`src/rtl/dma_req_serializer.sv`:
```
module dma_req_serializer #(
  parameter int CHANNELS  = 8,
  parameter int SILENT_CH = 4
) (
  input  logic                clk,
  input  logic                rst,
  input  logic [CHANNELS-1:0] dreq_in,
  output logic                req_n
);
  localparam int IW = $clog2(CHANNELS);
  localparam logic [CHANNELS-1:0] KEEP = ~(CHANNELS'(1) << SILENT_CH);
  localparam logic [IW-1:0] LAST = IW'(CHANNELS - 1);

  typedef enum logic [2:0] {S_IDLE, S_START, S_BITS, S_HOLD, S_GAP} st_t;

  st_t st, after_frame;
  logic [CHANNELS-1:0] s1, s2, cap, eff;
  logic [IW-1:0] idx;

  assign eff = s2 & KEEP;
  assign after_frame = (eff == '0) ? S_IDLE : (eff != cap) ? S_GAP : S_HOLD;
  assign req_n = (st == S_IDLE || st == S_GAP) ? 1'b1 :
                 (st == S_BITS) ? cap[idx] : 1'b0;

  always_ff @(posedge clk) begin
    if (rst) begin
      s1  <= '0;
      s2  <= '0;
      cap <= '0;
      idx <= '0;
      st  <= S_IDLE;
    end else begin
      s1 <= dreq_in;
      s2 <= s1;
      case (st)
        S_IDLE, S_GAP: begin
          if (|eff) begin
            st  <= S_START;
            cap <= eff;
          end else begin
            st <= S_IDLE;
          end
        end
        S_START: begin
          st  <= S_BITS;
          idx <= '0;
        end
        S_BITS: begin
          idx <= idx + 1'b1;
          if (idx == LAST) st <= after_frame;
        end
        S_HOLD:  st <= after_frame;
        default: st <= S_IDLE;
      endcase
    end
  end

  p_reset_idle_r1: assert property (@(posedge clk) rst |=> req_n);

  p_start_one_clk_r4: assert property (@(posedge clk) disable iff (rst)
    (st == S_START) |-> (!req_n ##1 (st == S_BITS && idx == '0)));

  p_eight_slots_r5: assert property (@(posedge clk) disable iff (rst)
    (st == S_BITS && idx == LAST) |=> (st != S_BITS));

  p_slot_silent_r6: assert property (@(posedge clk) disable iff (rst)
    (st == S_BITS && idx == IW'(SILENT_CH)) |-> !req_n);

  p_capture_stable_r7: assert property (@(posedge clk) disable iff (rst)
    (st == S_BITS) |=> $stable(cap));

  p_release_r9: assert property (@(posedge clk) disable iff (rst)
    (st == S_HOLD && eff == '0) |=> req_n);

  p_gap_r10: assert property (@(posedge clk) disable iff (rst)
    (st == S_HOLD && eff != cap && eff != '0) |=> (req_n ##1 !req_n));
endmodule

```
`config.mk`:
```
export PLATFORM = sky130hd
export DESIGN_NAME = dma_req_serializer
export DESIGN_NICKNAME = d
export VERILOG_FILES = /design/src/rtl/dma_req_serializer.sv
export SDC_FILE = /design/constraint.sdc
export NUM_CORES = 1
export LEC_CHECK = 0
export BUFFER_PORTS_ARGS = -buffer_cell sky130_fd_sc_hd__buf_4
export CORE_ASPECT_RATIO = 0.6
export CORE_MARGIN = 2
export CORE_UTILIZATION = 30
export CTS_CLUSTER_DIAMETER = 120
export DETAILED_ROUTE_END_ITERATION = 6
export PLACE_DENSITY = 0.47
export RECOVER_POWER = 50
export SLEW_MARGIN = 25
export SYNTH_ARGS = -nofsm -noshare
export SYNTH_HDL_FRONTEND = slang
export SYNTH_SLANG_ARGS = --single-unit
```
`constraint.sdc`:
```
create_clock -name clk -period 1.59 [get_ports clk]
set_input_delay 0.318 -clock clk [delete_from_list [all_inputs] [get_ports clk]]
set_output_delay 0.318 -clock clk [all_outputs]
set_load 0.03 [all_outputs]
```
==> impl_results.rst, run 1 <==
.. list-table::
   :header-rows: 1

   * - Metric
     - Value
   * - Arrival time of the worst setup path
     - approximately 1.4 ns
   * - Switching part of the total
     - 0.262
   * - Peak fanout along the critical path
     - 4
   * - P_leak
     - ~0.52 nW
   * - Fraction of synthesized cell area taken by the top area cell type
     - 0.502
   * - Part of the Yosys area used for sequential elements
     - 0.502
   * - Combinational share of power
     - 0.188
   * - Post-layout util
     - 0.406
   * - Max frequency
     - 579 MHz
   * - Pin slew with the least headroom to its limit
     - 1.23 ns
   * - Buffer depth of the longest clock path
     - 2
   * - 1st-iter DRT viols
     - 37
   * - DP Cell Count
     - 172
   * - Post-DP HPWL
     - 1450 µm
   * - Setup slack on the worst flop-to-flop path
     - -0.10 ns
   * - Via count of the first global-routing pass
     - 768
   * - Post-synth EDFFs
     - 0
   * - Cell Rows
     - 16
   * - Residual DRC count
     - 0
   * - Layout area overhead
     - 26.1%
   * - Kind of path behind the tightest hold check
     - in -> reg
   * - Setup WS post-layout
     - -0.136 ns
   * - Number of antenna violations at the first check in global routing
     - 0
   * - Clock network latency to the later pin of the worst-skew pair
     - ~0.27 ns
   * - Total power draw
     - 1.39 mW
   * - Setup repair after global routing missed its margin
     - yes
   * - Async set-or-reset flop fraction in the synthesized netlist
     - 0
   * - Top post-synthesis cells by area
     - sky130_fd_sc_hd__dfxtp_1 50%, sky130_fd_sc_hd__nor2b_1 9.3%, sky130_fd_sc_hd__xnor2_1 5.7%, sky130_fd_sc_hd__nand2_1 4.5%, sky130_fd_sc_hd__a21oi_1 3.7%
   * - Routed wire per std cell
     - between 10 and 15 µm
   * - Clock tree root buffer cell
     - sky130_fd_sc_hd__clkbuf_8
   * - Wire length of the first global-routing pass
     - 3550 µm
   * - Outcome
     - complete, but fails checks
   * - Residual overflow from global routing
     - 0
   * - Pwr Density
     - 1020 nW/µm²
   * - Clock input transition at the sequential cells of the worst setup and hold paths
     - 0.09 ns
   * - Final setup viols
     - 4
   * - Cell type with the largest total area after synthesis
     - sky130_fd_sc_hd__dfxtp_1
   * - Inserted Clock Buffers
     - 3
   * - Violated checks
     - negative setup slack
   * - Worst reg2reg path depth
     - 5
   * - Mean cell area of the mapped netlist
     - 9.62 µm²
   * - Die extent in y
     - 50.4 µm
   * - Setup Buffers After CTS
     - 0
   * - Drt first pass iters
     - 4
   * - Final clock skew
     - 0.00185 ns
   * - CP Capture Type
     - primary output
   * - CTS tree
     - done
   * - Floorplan Core Area
     - approximately 3300 µm²
   * - NetSw
     - 0.365 mW
   * - Yosys cell types
     - 24
   * - Yosys synthesis warning count
     - 0
   * - Proportion of power drawn by the clock network
     - 0.274
   * - Hold slack final
     - 0.251 ns
   * - Top cell types by occurrence after synthesis
     - 27 x sky130_fd_sc_hd__dfxtp_1, 16 x sky130_fd_sc_hd__nor2b_1, 13 x sky130_fd_sc_hd__nand2_1
   * - Number of filler cells placed in the layout
     - 322
   * - Count of buffers inserted at the top-level ports
     - 9
   * - Worst slew margin
     - 0.181
   * - Ant diodes
     - 0
   * - Combined global-route utilization of all metal layers
     - 0.117
   * - Number of sinks handled by clock tree synthesis
     - 27
   * - Type of origin of the critical path
     - flop
   * - Total negative slack
     - -0.326 ns
   * - Final cell count without fillers
     - 176
   * - Share of layout cells above drive strength 1
     - 0.282
   * - Number of max-cap violations
     - 0
   * - Ratio of routed vias to standard cells
     - roughly 4.5
   * - Max-slew violation count
     - 0
   * - Count of hold buffers inserted by post-cts repair
     - 0
   * - Area after DPL
     - 1270 µm²
   * - Detailed-route via count
     - between 700 and 800
   * - Final estimated routing congestion in global placement
     - around 0.9
   * - Register bit total from synthesis
     - 27
   * - Data required, critical path
     - 1.27 ns
   * - Pin count of the biggest net entering global routing
     - 28
   * - Prevailing post-synth register cell
     - sky130_fd_sc_hd__dfxtp_1
   * - Syn Std Cell Area
     - 1080 µm²
   * - Proportion of power drawn by flip-flops and latches
     - 0.538
   * - Final Cycle Share
     - 1.09
   * - Total wire length after detailed routing
     - 2050 µm
   * - Initial standard-cell utilization of the core
     - 0.322
   * - Ports
     - 11
   * - Critical setup path kind
     - reg -> out
   * - Post-Syn Instances
     - 112
   * - H-tree depth reported by CTS
     - 1
   * - Depth of the worst hold-timing path
     - 2
   * - Fin area
     - 1360 µm²
   * - Horiz. Die Dim
     - slightly above 80 µm
   * - Most instantiated library cell after synthesis
     - sky130_fd_sc_hd__dfxtp_1
   * - Final critical path time including I/O delays and setup
     - 1.73 ns
   * - NumNets Final
     - 144
   * - Net count of the mapped netlist
     - ~120
   * - Number of nets still failing antenna checks after routing
     - 0
   * - Final hold violation count
     - 0
   * - Internal power of the cells
     - slightly above 1 mW
   * - Highest ir drop seen on vdd
     - 0.461 mV
   * - Area enclosed by the die boundary
     - 4100 µm²
   * - Worst slack at placement
     - -0.0511 ns
[critical path, stage by stage, from the launching register on]
cell	delay, ns
sky130_fd_sc_hd__dfxtp_4	0.39
sky130_fd_sc_hd__buf_6	0.11
sky130_fd_sc_hd__mux2i_1	0.18
sky130_fd_sc_hd__a31oi_1	0.10
sky130_fd_sc_hd__a31o_2	0.22
sky130_fd_sc_hd__buf_6	0.14
[routing by layer]
metal / GRT usage / share of wire / vias up
met2: 0.172 / 0.41 / 15
met3: 0.0378 / 0.045 / 4
li1: - / - / 418
met1: 0.160 / 0.53 / 361
met5: 0 / 0 / -
met4: 0.0424 / 0.013 / 0
[logic make-up after synthesis]
kind of cell    after synthesis  synth area share
compound gates               22             0.145
xor+xnor                      7            0.0569
fa+ha+maj                     2            0.0232
buf+inv                       7            0.0244
flops                        27             0.502
mux                           5            0.0476
simple gates                 42             0.201
[area by class of cell]
class | instances | area (µm²) | area share
Sequential cell | 27 | 551 | 0.405
Multi-Input combinational cell | 78 | 541 | 0.398
Timing Repair Buffer | 20 | 158 | 0.116
Tap cell | 45 | 56.3 | 0.0414
Clock buffer | 3 | 41.3 | 0.0304
Inverter | 2 | 7.51 | 0.00552
Clock inverter | 1 | 5.00 | 0.00368
[sequential cells by signal, indices dropped and copies added, names as in the netlist]
register / flops
s2: 7
st: 3
s1: 7
cap: 7
idx: 3
[path summary, 6_finish.rpt]
path                    from      to
setup / recovery      idx[0]   req_n
hold / removal    dreq_in[6]   s1[6]
setup reg to reg       s2[5]  cap[0]
hold reg to reg        s1[6]   s2[6]
[power by group through the flow]
stage | combinational (mW) | sequential [mW] | clock, mW
global route | 0.286 | 0.755 | 0.429
CTS | 0.257 | 0.747 | 0.407
floorplan | 0.157 | 0.750 | 0
detailed placement | 0.245 | 0.758 | 0
global placement | 0.242 | 0.758 | 0
finish | 0.262 | 0.748 | 0.381
[layout by cell type, fill, tap and decap left out]
master / count
sky130_fd_sc_hd__dfxtp_1: 21
sky130_fd_sc_hd__buf_4: 16
sky130_fd_sc_hd__nor2b_1: 15
sky130_fd_sc_hd__nand2_1: 13
sky130_fd_sc_hd__a21oi_1: 8
sky130_fd_sc_hd__xnor2_1: 7
sky130_fd_sc_hd__nor2_1: 5
sky130_fd_sc_hd__dfxtp_2: 5
sky130_fd_sc_hd__mux2i_1: 4
sky130_fd_sc_hd__a22o_1: 3
sky130_fd_sc_hd__o21ai_0: 3
sky130_fd_sc_hd__clkbuf_8: 3
sky130_fd_sc_hd__buf_6: 3
sky130_fd_sc_hd__inv_1: 2
sky130_fd_sc_hd__a31oi_1: 2
sky130_fd_sc_hd__o21ai_1: 2
sky130_fd_sc_hd__nor3_1: 2
sky130_fd_sc_hd__ha_1: 2
sky130_fd_sc_hd__nor2b_2: 1
sky130_fd_sc_hd__a2111oi_4: 1
sky130_fd_sc_hd__a31o_2: 1
sky130_fd_sc_hd__or4_4: 1
sky130_fd_sc_hd__nor4_2: 1
sky130_fd_sc_hd__nor2_2: 1
sky130_fd_sc_hd__nor4_1: 1
sky130_fd_sc_hd__nand3_1: 1
sky130_fd_sc_hd__nand4_1: 1
sky130_fd_sc_hd__mux2_2: 1
sky130_fd_sc_hd__o41ai_4: 1
sky130_fd_sc_hd__o21a_1: 1
sky130_fd_sc_hd__clkinv_2: 1
sky130_fd_sc_hd__dfxtp_4: 1
sky130_fd_sc_hd__clkbuf_1: 1
[repair_timing]
| item | in CTS | in global routing |
|---|---|---|
| gates resized for setup | 11 | 6 |
| pin swaps | 3 | 2 |
| endpoints found under the setup margin | 4 | 9 |
(Power assumes the default switching activity.)
==> run 2, diff against run 1 <==
ABC_CLOCK_PERIOD_IN_PS = 1590   (was default)
CORE_ASPECT_RATIO = default   (was 0.6)
CORE_UTILIZATION = 50   (was 30)
PLACE_DENSITY = 0.71   (was 0.47)
==> run 2 against run 1 <==
Effect of this change:
- cell count is 8.0% lower
- sequential power hardly changed
- non-clock buffer count increased by 4
- fmax shrank 5.3%
- global-route usage is 5.2 points higher
- register-to-register slack worse by 0.02 ns
- clock power fell by 27%
- the run still ends with negative setup slack left
- critical endpoint unchanged
- sequential share of layout area fell by 0.13 points
- critical path depth down 1
- power shrank 5.3%
- highest routed layer is now met3
- critical path type unchanged
- utilization increased by 27 points
- worst setup slack worse by 0.097 ns
==> impl_results.rst, run 2 (synthesis results as in run 1) <==
.. list-table::
   :header-rows: 1

   * - Metric
     - Value
   * - Initial standard-cell utilization of the core
     - 0.538 (+0.216)
   * - Buffer depth of the longest clock path
     - 2 (unchanged)
   * - CTS tree
     - done
   * - Wire length of the first global-routing pass
     - 3220 µm (-9.3%)
   * - Highest ir drop seen on vdd
     - 0.661 mV (+43%)
   * - Count of hold buffers inserted by post-cts repair
     - 0 (unchanged)
   * - Die extent in y
     - 50.4 µm (unchanged)
   * - Worst slew margin
     - 0.233 (+0.0524)
   * - Final Cycle Share
     - 1.15 (+0.0611)
   * - Count of buffers inserted at the top-level ports
     - 9 (unchanged)
   * - Reg-to-reg critical path endpoint
     - st[0]
   * - Peak fanout along the critical path
     - 4 (unchanged)
   * - Outcome
     - complete, but fails checks
   * - Via count of the first global-routing pass
     - 769 (+0.13%)
   * - Ratio of routed vias to standard cells
     - 5.19 (+14%)
   * - CP Capture Type
     - primary output
   * - DP Cell Count
     - 154 (-10%)
   * - Critical setup path kind
     - reg -> out
   * - Pwr Density
     - 968 nW/µm² (-5.4%)
   * - Area enclosed by the die boundary
     - 2540 µm² (-38%)
   * - Share of layout cells above drive strength 1
     - 0.304 (+0.0213)
   * - Slowest cell on the critical path
     - sky130_fd_sc_hd__dfxtp_4
   * - Type of origin of the critical path
     - flop
   * - Setup repair after global routing missed its margin
     - yes
   * - Sink of the worst hold path
     - s1[5]
   * - Post-DP HPWL
     - 1360 µm (-6.5%)
   * - Hold Crit Start
     - dreq_in[5]
   * - Detailed-route via count
     - 841 (+5.4%)
   * - Worst reg2reg path depth
     - 6 (+1)
   * - Clock input transition at the sequential cells of the worst setup and hold paths
     - 0.13 ns (+0.04 ns)
   * - Setup WS post-layout
     - -0.234 ns (-0.0971 ns)
   * - Layout area overhead
     - 26.2% (about the same)
   * - Number of antenna violations at the first check in global routing
     - 0 (unchanged)
   * - Pin count of the biggest net entering global routing
     - 28 (unchanged)
   * - P_leak
     - 0.531 nW (+2.3%)
   * - 1st-iter DRT viols
     - 18 (-51%)
   * - Cell class contributing the biggest share of worst-path delay
     - compound AO/OA/AOI/OAI gates
   * - Number of filler cells placed in the layout
     - 163 (-49%)
   * - Final clock skew
     - 0.00127 ns (-0.000575 ns)
   * - Worst slack at placement
     - -0.0403 ns (+0.0108 ns)
   * - Count of buffering cells on the critical path with inverters included
     - 1 (-1)
   * - Ant diodes
     - 0 (unchanged)
   * - Total negative slack
     - -0.691 ns (-0.365 ns)
   * - Residual overflow from global routing
     - 0 (unchanged)
   * - Drt first pass iters
     - 4 (unchanged)
   * - Final critical path time including I/O delays and setup
     - 1.82 ns (+0.0971 ns)
   * - NumNets Final
     - 148 (+2.8%)
   * - Routed wire per std cell
     - 12.3 µm (+5.4%)
   * - Ports
     - 11 (unchanged)
   * - Max frequency
     - 548 MHz (-5.3%)
   * - Floorplan Core Area
     - 2000 µm² (-40%)
   * - Biggest registers after layout
     - cap: 7 flops, s1: 7 flops, s2: 7 flops
   * - Horiz. Die Dim
     - 50.4 µm (-38%)
   * - Final estimated routing congestion in global placement
     - 0.726 (-20%)
   * - Final cell count without fillers
     - 162 (-8.0%)
   * - Highest-count cells in the layout ignoring fill and taps
     - 22 x sky130_fd_sc_hd__dfxtp_1, 19 x sky130_fd_sc_hd__buf_4, 15 x sky130_fd_sc_hd__nor2b_1
   * - Violated checks
     - negative setup slack
   * - Critical path, cell by cell
     - a2111oi_4, a31oi_1, a31o_2, buf_6
   * - Arrival time of the worst setup path
     - 1.51 ns (+0.10 ns)
   * - Max-slew violation count
     - 0 (unchanged)
   * - Number of max-cap violations
     - 0 (unchanged)
   * - Clock tree root buffer cell
     - sky130_fd_sc_hd__clkbuf_4
   * - Final hold violation count
     - 0 (unchanged)
   * - Final setup viols
     - 8 (+4)
   * - Total wire length after detailed routing
     - 1990 µm (-3.0%)
   * - Cell Rows
     - 16 (unchanged)
   * - Number of nets still failing antenna checks after routing
     - 0 (unchanged)
   * - Setup slack on the worst flop-to-flop path
     - -0.12 ns (-0.02 ns)
   * - Pin slew with the least headroom to its limit
     - 1.15 ns (-0.0785 ns)
   * - Inserted Clock Buffers
     - 3 (unchanged)
   * - Number of sinks handled by clock tree synthesis
     - 27 (unchanged)
   * - Kind of path behind the tightest hold check
     - in -> reg
   * - Depth of the worst hold-timing path
     - 2 (unchanged)
   * - Residual DRC count
     - 0 (unchanged)
   * - Most frequent standard cell in the layout excluding fill and tap cells
     - sky130_fd_sc_hd__dfxtp_1
   * - Post-layout util
     - 0.679 (+0.273)
   * - R2R Path Start
     - s2[6]
   * - Combined global-route utilization of all metal layers
     - 0.169 (+0.0520)
   * - Data required, critical path
     - 1.27 ns (about the same)
   * - H-tree depth reported by CTS
     - 1 (unchanged)
   * - Clock network latency to the later pin of the worst-skew pair
     - 0.31 ns (+0.04 ns)
   * - Maximum single-stage delay on the critical path
     - 0.39 ns (about the same)
   * - Total power draw
     - 1.32 mW (-5.3%)
==> run 2: cell count changes in the layout (fill, tap and decap cells not counted), sizes merged <==
cell	change
buf	+4
clkbuf	+1
clkinv	-1
==> run 2: routing by layer <==
layer  share of wire  global-route usage  vias to the layer above
li1                -                   -                      430
met1            0.43               0.195                      391
met2            0.54               0.303                       20
met3           0.029              0.0357                        0
met4               0              0.0676                        0
met5               0                   0                        -
==> run 2: report_power, final <==
part	internal [mW]	switching, mW
registers	0.713	0.0355
logic	0.158	0.132
clock network	0.0979	0.181
total	0.969	0.348
==> run 2: worst max-delay path by stage <==
stage	start	depth (start not counted)	slack [ns]	endpoint
after global placement	s2[3]	5	-0.02	cap[2]
after detailed placement	s2[3]	5	-0.04	cap[2]
after global routing	idx[0]	5	-0.33	req_n
after CTS	cap[0]	5	-0.26	req_n
after floorplan	s2[3]	4	-0.03	cap[0]
final	idx[0]	4	-0.23	req_n
==> run 2: repair_timing <==
| item | in CTS | in global routing |
|---|---|---|
| pin swaps | 3 | 8 |
| endpoints found under the setup margin | 4 | 9 |
| resized for setup | 9 | 10 |
| setup buffers | 1 | 3 |
==> run 2: worst register-to-register path: stages, from the launching register on <==
cell                      delay [ns]
sky130_fd_sc_hd__dfxtp_2        0.34
sky130_fd_sc_hd__or4_4          0.55
sky130_fd_sc_hd__buf_4          0.16
sky130_fd_sc_hd__nor4_2         0.12
sky130_fd_sc_hd__buf_4          0.15
sky130_fd_sc_hd__nor2_1         0.04
sky130_fd_sc_hd__a22o_1         0.26
==> run 2: cell type report <==
| cell class | instances | area (µm²) | area share |
|---|---|---|---|
| sequential | 27 | 549 | 0.404 |
| timing repair buffer | 24 | 191 | 0.141 |
| inverter | 2 | 7.51 | 0.00552 |
| tap | 27 | 33.8 | 0.0248 |
| multi-input combinational | 78 | 552 | 0.406 |
| clock buffer | 4 | 26.3 | 0.0193 |
==> run 2: through the flow <==
stage          hold slack [ns]  cell area (µm²)
6_report                 0.205             1360
5_1_grt                  0.200             1360
4_1_cts                  0.198             1310
3_5_place_dp             0.425             1240
3_3_place_gp             0.418             1240
2_1_floorplan            0.414             1080
==> run 3, diff against run 2 <==
--- a/config.mk
+++ b/config.mk
@@ -14,4 +14,5 @@
 export PLACE_DENSITY = 0.71
 export RECOVER_POWER = 50
+export SKIP_LAST_GASP = 1
 export SLEW_MARGIN = 25
 export SYNTH_ARGS = -nofsm -noshare
==> constraint.sdc (replaced) <==
create_clock -name clk -period 1.59 [get_ports clk]
set_input_delay 0.318 -clock clk [delete_from_list [all_inputs] [get_ports clk]]
set_output_delay 0.318 -clock clk [all_outputs]
set_load 0.02 [all_outputs]
==> run 3 against run 2 <==
Effect of this change:
- the flow still finishes with violations (negative setup slack)
- power shrank 0.83%
- non-clock buffer count is the same
- register-to-register slack is essentially flat
- hold slack is essentially flat
- utilization shrank 0.19 points
- combinational power shrank 4%
- global-route usage is the same
- clock power is essentially flat
- via count shrank 0.24%
- critical path type unchanged
- largest cell class unchanged
==> impl_results.rst, run 3 (synthesis results as in run 1) <==
.. list-table::
   :header-rows: 1

   * - Metric
     - Value
   * - Pin count of the biggest net entering global routing
     - 28 (unchanged)
   * - Sink of the worst hold path
     - s1[5]
   * - Arrival time of the worst setup path
     - 1.50 ns (about the same)
   * - Drt first pass iters
     - 5 (+1)
   * - Count of buffers inserted at the top-level ports
     - 9 (unchanged)
   * - Combinational share of power
     - 0.214 (-0.006)
   * - Pwr Density
     - 963 nW/µm² (-0.56%)
   * - Final setup viols
     - 8 (unchanged)
   * - Number of max-cap violations
     - 0 (unchanged)
   * - Share of layout cells above drive strength 1
     - 0.304 (unchanged)
   * - Number of sinks handled by clock tree synthesis
     - 27 (unchanged)
   * - Number of antenna violations at the first check in global routing
     - 0 (unchanged)
   * - Number of nets still failing antenna checks after routing
     - 0 (unchanged)
   * - Final clock skew
     - 0.00135 ns (+0.0000795 ns)
   * - Highest ir drop seen on vdd
     - 0.657 mV (-0.55%)
   * - Switching part of the total
     - 0.260 (-0.00376)
   * - Peak fanout along the critical path
     - 4 (unchanged)
   * - Die extent in y
     - 50.4 µm (unchanged)
   * - Highest-count cells in the layout ignoring fill and taps
     - 22 x sky130_fd_sc_hd__dfxtp_1, 20 x sky130_fd_sc_hd__buf_4, 15 x sky130_fd_sc_hd__nor2b_1
   * - Fin area
     - 1360 µm² (-0.28%)
   * - Cell class contributing the biggest share of worst-path delay
     - compound AO/OA/AOI/OAI gates
   * - Count of buffering cells on the critical path with inverters included
     - 1 (unchanged)
   * - Setup repair after global routing missed its margin
     - yes
   * - Inserted Clock Buffers
     - 3 (unchanged)
   * - H-tree depth reported by CTS
     - 1 (unchanged)
   * - Clock input transition at the sequential cells of the worst setup and hold paths
     - 0.13 ns (about the same)
   * - Area after DPL
     - 1240 µm² (unchanged)
   * - Outcome
     - complete, but fails checks
   * - Hold Crit Start
     - dreq_in[5]
   * - Slowest cell on the critical path
     - sky130_fd_sc_hd__dfxtp_4
   * - Routed wire per std cell
     - 12.1 µm (-1.8%)
   * - Setup WS post-layout
     - -0.226 ns (+0.00750 ns)
   * - Critical path, cell by cell
     - a2111oi_4, a31oi_1, a31o_2, buf_6
   * - Floorplan Core Area
     - 2000 µm² (unchanged)
   * - CP Capture Type
     - primary output
   * - Detailed-route via count
     - 839 (-0.24%)
   * - Final Cycle Share
     - 1.14 (-0.00472)
   * - Total power draw
     - 1.31 mW (-0.83%)
   * - NumNets Final
     - 148 (unchanged)
   * - Pin slew with the least headroom to its limit
     - 1.13 ns (-0.0182 ns)
   * - Depth of the worst hold-timing path
     - 2 (unchanged)
   * - Worst slew margin
     - 0.245 (+0.0121)
   * - P_leak
     - 0.530 nW (-0.25%)
   * - Reg-to-reg critical path endpoint
     - st[0]
   * - Max frequency
     - 551 MHz (+0.41%)
   * - CTS tree
     - done
   * - Total wire length after detailed routing
     - 1950 µm (-1.8%)
   * - Via count of the first global-routing pass
     - 769 (unchanged)
   * - Max-slew violation count
     - 0 (unchanged)
   * - Wire length of the first global-routing pass
     - 3220 µm (unchanged)
   * - Final hold violation count
     - 0 (unchanged)
   * - Area enclosed by the die boundary
     - 2540 µm² (unchanged)
   * - Violated checks
     - negative setup slack
   * - R2R Path Start
     - s2[6]
   * - Combined global-route utilization of all metal layers
     - 0.169 (unchanged)
   * - Maximum single-stage delay on the critical path
     - 0.39 ns (about the same)
   * - Post-DP HPWL
     - 1360 µm (unchanged)
   * - Clock network latency to the later pin of the worst-skew pair
     - 0.31 ns (about the same)
   * - Buffer depth of the longest clock path
     - 2 (unchanged)
   * - Cell Rows
     - 16 (unchanged)
   * - Kind of path behind the tightest hold check
     - in -> reg
   * - Biggest registers after layout
     - cap: 7 flops, s1: 7 flops, s2: 7 flops
   * - Most frequent standard cell in the layout excluding fill and tap cells
     - sky130_fd_sc_hd__dfxtp_1
   * - NetSw
     - 0.340 mW (-2.2%)
   * - Ratio of routed vias to standard cells
     - 5.18 (-0.24%)
   * - Ports
     - 11 (unchanged)
   * - Internal power of the cells
     - 0.966 mW (-0.33%)
   * - Setup slack on the worst flop-to-flop path
     - -0.11 ns (about the same)
   * - Final estimated routing congestion in global placement
     - 0.726 (unchanged)
   * - Final critical path time including I/O delays and setup
     - 1.82 ns (-0.00750 ns)
   * - Type of origin of the critical path
     - flop
   * - Proportion of power drawn by the clock network
     - 0.213 (about the same)
   * - Residual DRC count
     - 0 (unchanged)
   * - Proportion of power drawn by flip-flops and latches
     - 0.573 (+0.005)
   * - Data required, critical path
     - 1.27 ns (about the same)
   * - Horiz. Die Dim
     - 50.4 µm (unchanged)
   * - Clock tree root buffer cell
     - sky130_fd_sc_hd__clkbuf_4
   * - Layout area overhead
     - 25.9%
   * - Worst reg2reg path depth
     - 6 (unchanged)
   * - Initial standard-cell utilization of the core
     - 0.538 (unchanged)
   * - Critical setup path kind
     - reg -> out
   * - Ant diodes
     - 0 (unchanged)
   * - Residual overflow from global routing
     - 0 (unchanged)
   * - 1st-iter DRT viols
     - 13 (-5)
[run 3: cell counts in the layout (fill, tap and decap cells not counted)]
No cell type changed its count.
[run 3: layout make-up]
cell class,instances,area [µm²]
Clock buffer,4,26.3
Fill cell,164,646
Inverter,2,7.51
Multi-Input combinational cell,78,552
Sequential cell,27,549
Tap cell,27,33.8
Timing Repair Buffer,24,188
[run 3: worst max path at each step]
stage | from | cells past startpoint | slack [ns] | endpoint
5_1_grt | idx[0] | 5 | -0.33 | req_n
3_5_place_dp | s2[3] | 5 | -0.04 | cap[2]
3_3_place_gp | s2[3] | 5 | -0.02 | cap[2]
4_1_cts | cap[0] | 5 | -0.26 | req_n
6_report | idx[0] | 4 | -0.23 | req_n
2_1_floorplan | s2[3] | 4 | -0.03 | cap[0]
[run 3: per-stage QoR]
step | util | cells | setup TNS (ns) | setup WS [ns] | hold slack (ns)
5_1_grt | 0.678 | 162 | -1.25 | -0.327 | 0.200
3_5_place_dp | 0.621 | 154 | -0.0738 | -0.0403 | 0.425
6_report | 0.678 | 162 | -0.661 | -0.226 | 0.205
2_1_floorplan | - | 112 | -0.0586 | -0.0293 | 0.414
3_3_place_gp | 0.621 | 154 | -0.0341 | -0.0173 | 0.418
4_1_cts | 0.653 | 159 | -0.381 | -0.255 | 0.198
[run 3: worst reg2reg max path: cells and delay by family, from the launching register on]
| kind | cells | cell delay, ns |
|---|---|---|
| AOI/OAI and AO/OA | 1 | 0.26 |
| and+or+nand+nor | 3 | 0.71 |
| buffers and inverters | 2 | 0.31 |
| DFF | 1 | 0.34 |
[run 3: power by group through the flow]
stage	logic (mW)	clock network [mW]	registers [mW]
CTS	0.251	0.292	0.746
global route	0.303	0.320	0.755
floorplan	0.153	0	0.750
finish	0.279	0.278	0.748
detailed placement	0.241	0	0.758
global placement	0.232	0	0.755
[run 3: repair_timing]
| action | CTS | global route |
|---|---|---|
| pin swaps | 3 | 8 |
| resized for setup | 9 | 9 |
| endpoints found under the setup margin | 4 | 9 |
| setup buffers | 1 | 3 |
| hold buffers | 0 | 0 |
[run 3: routing by layer]
layer	global-route usage	share of wire
met1	0.195	0.44
met2	0.303	0.52
met3	0.0357	0.031
met4	0.0676	0.0077
met5	0	0
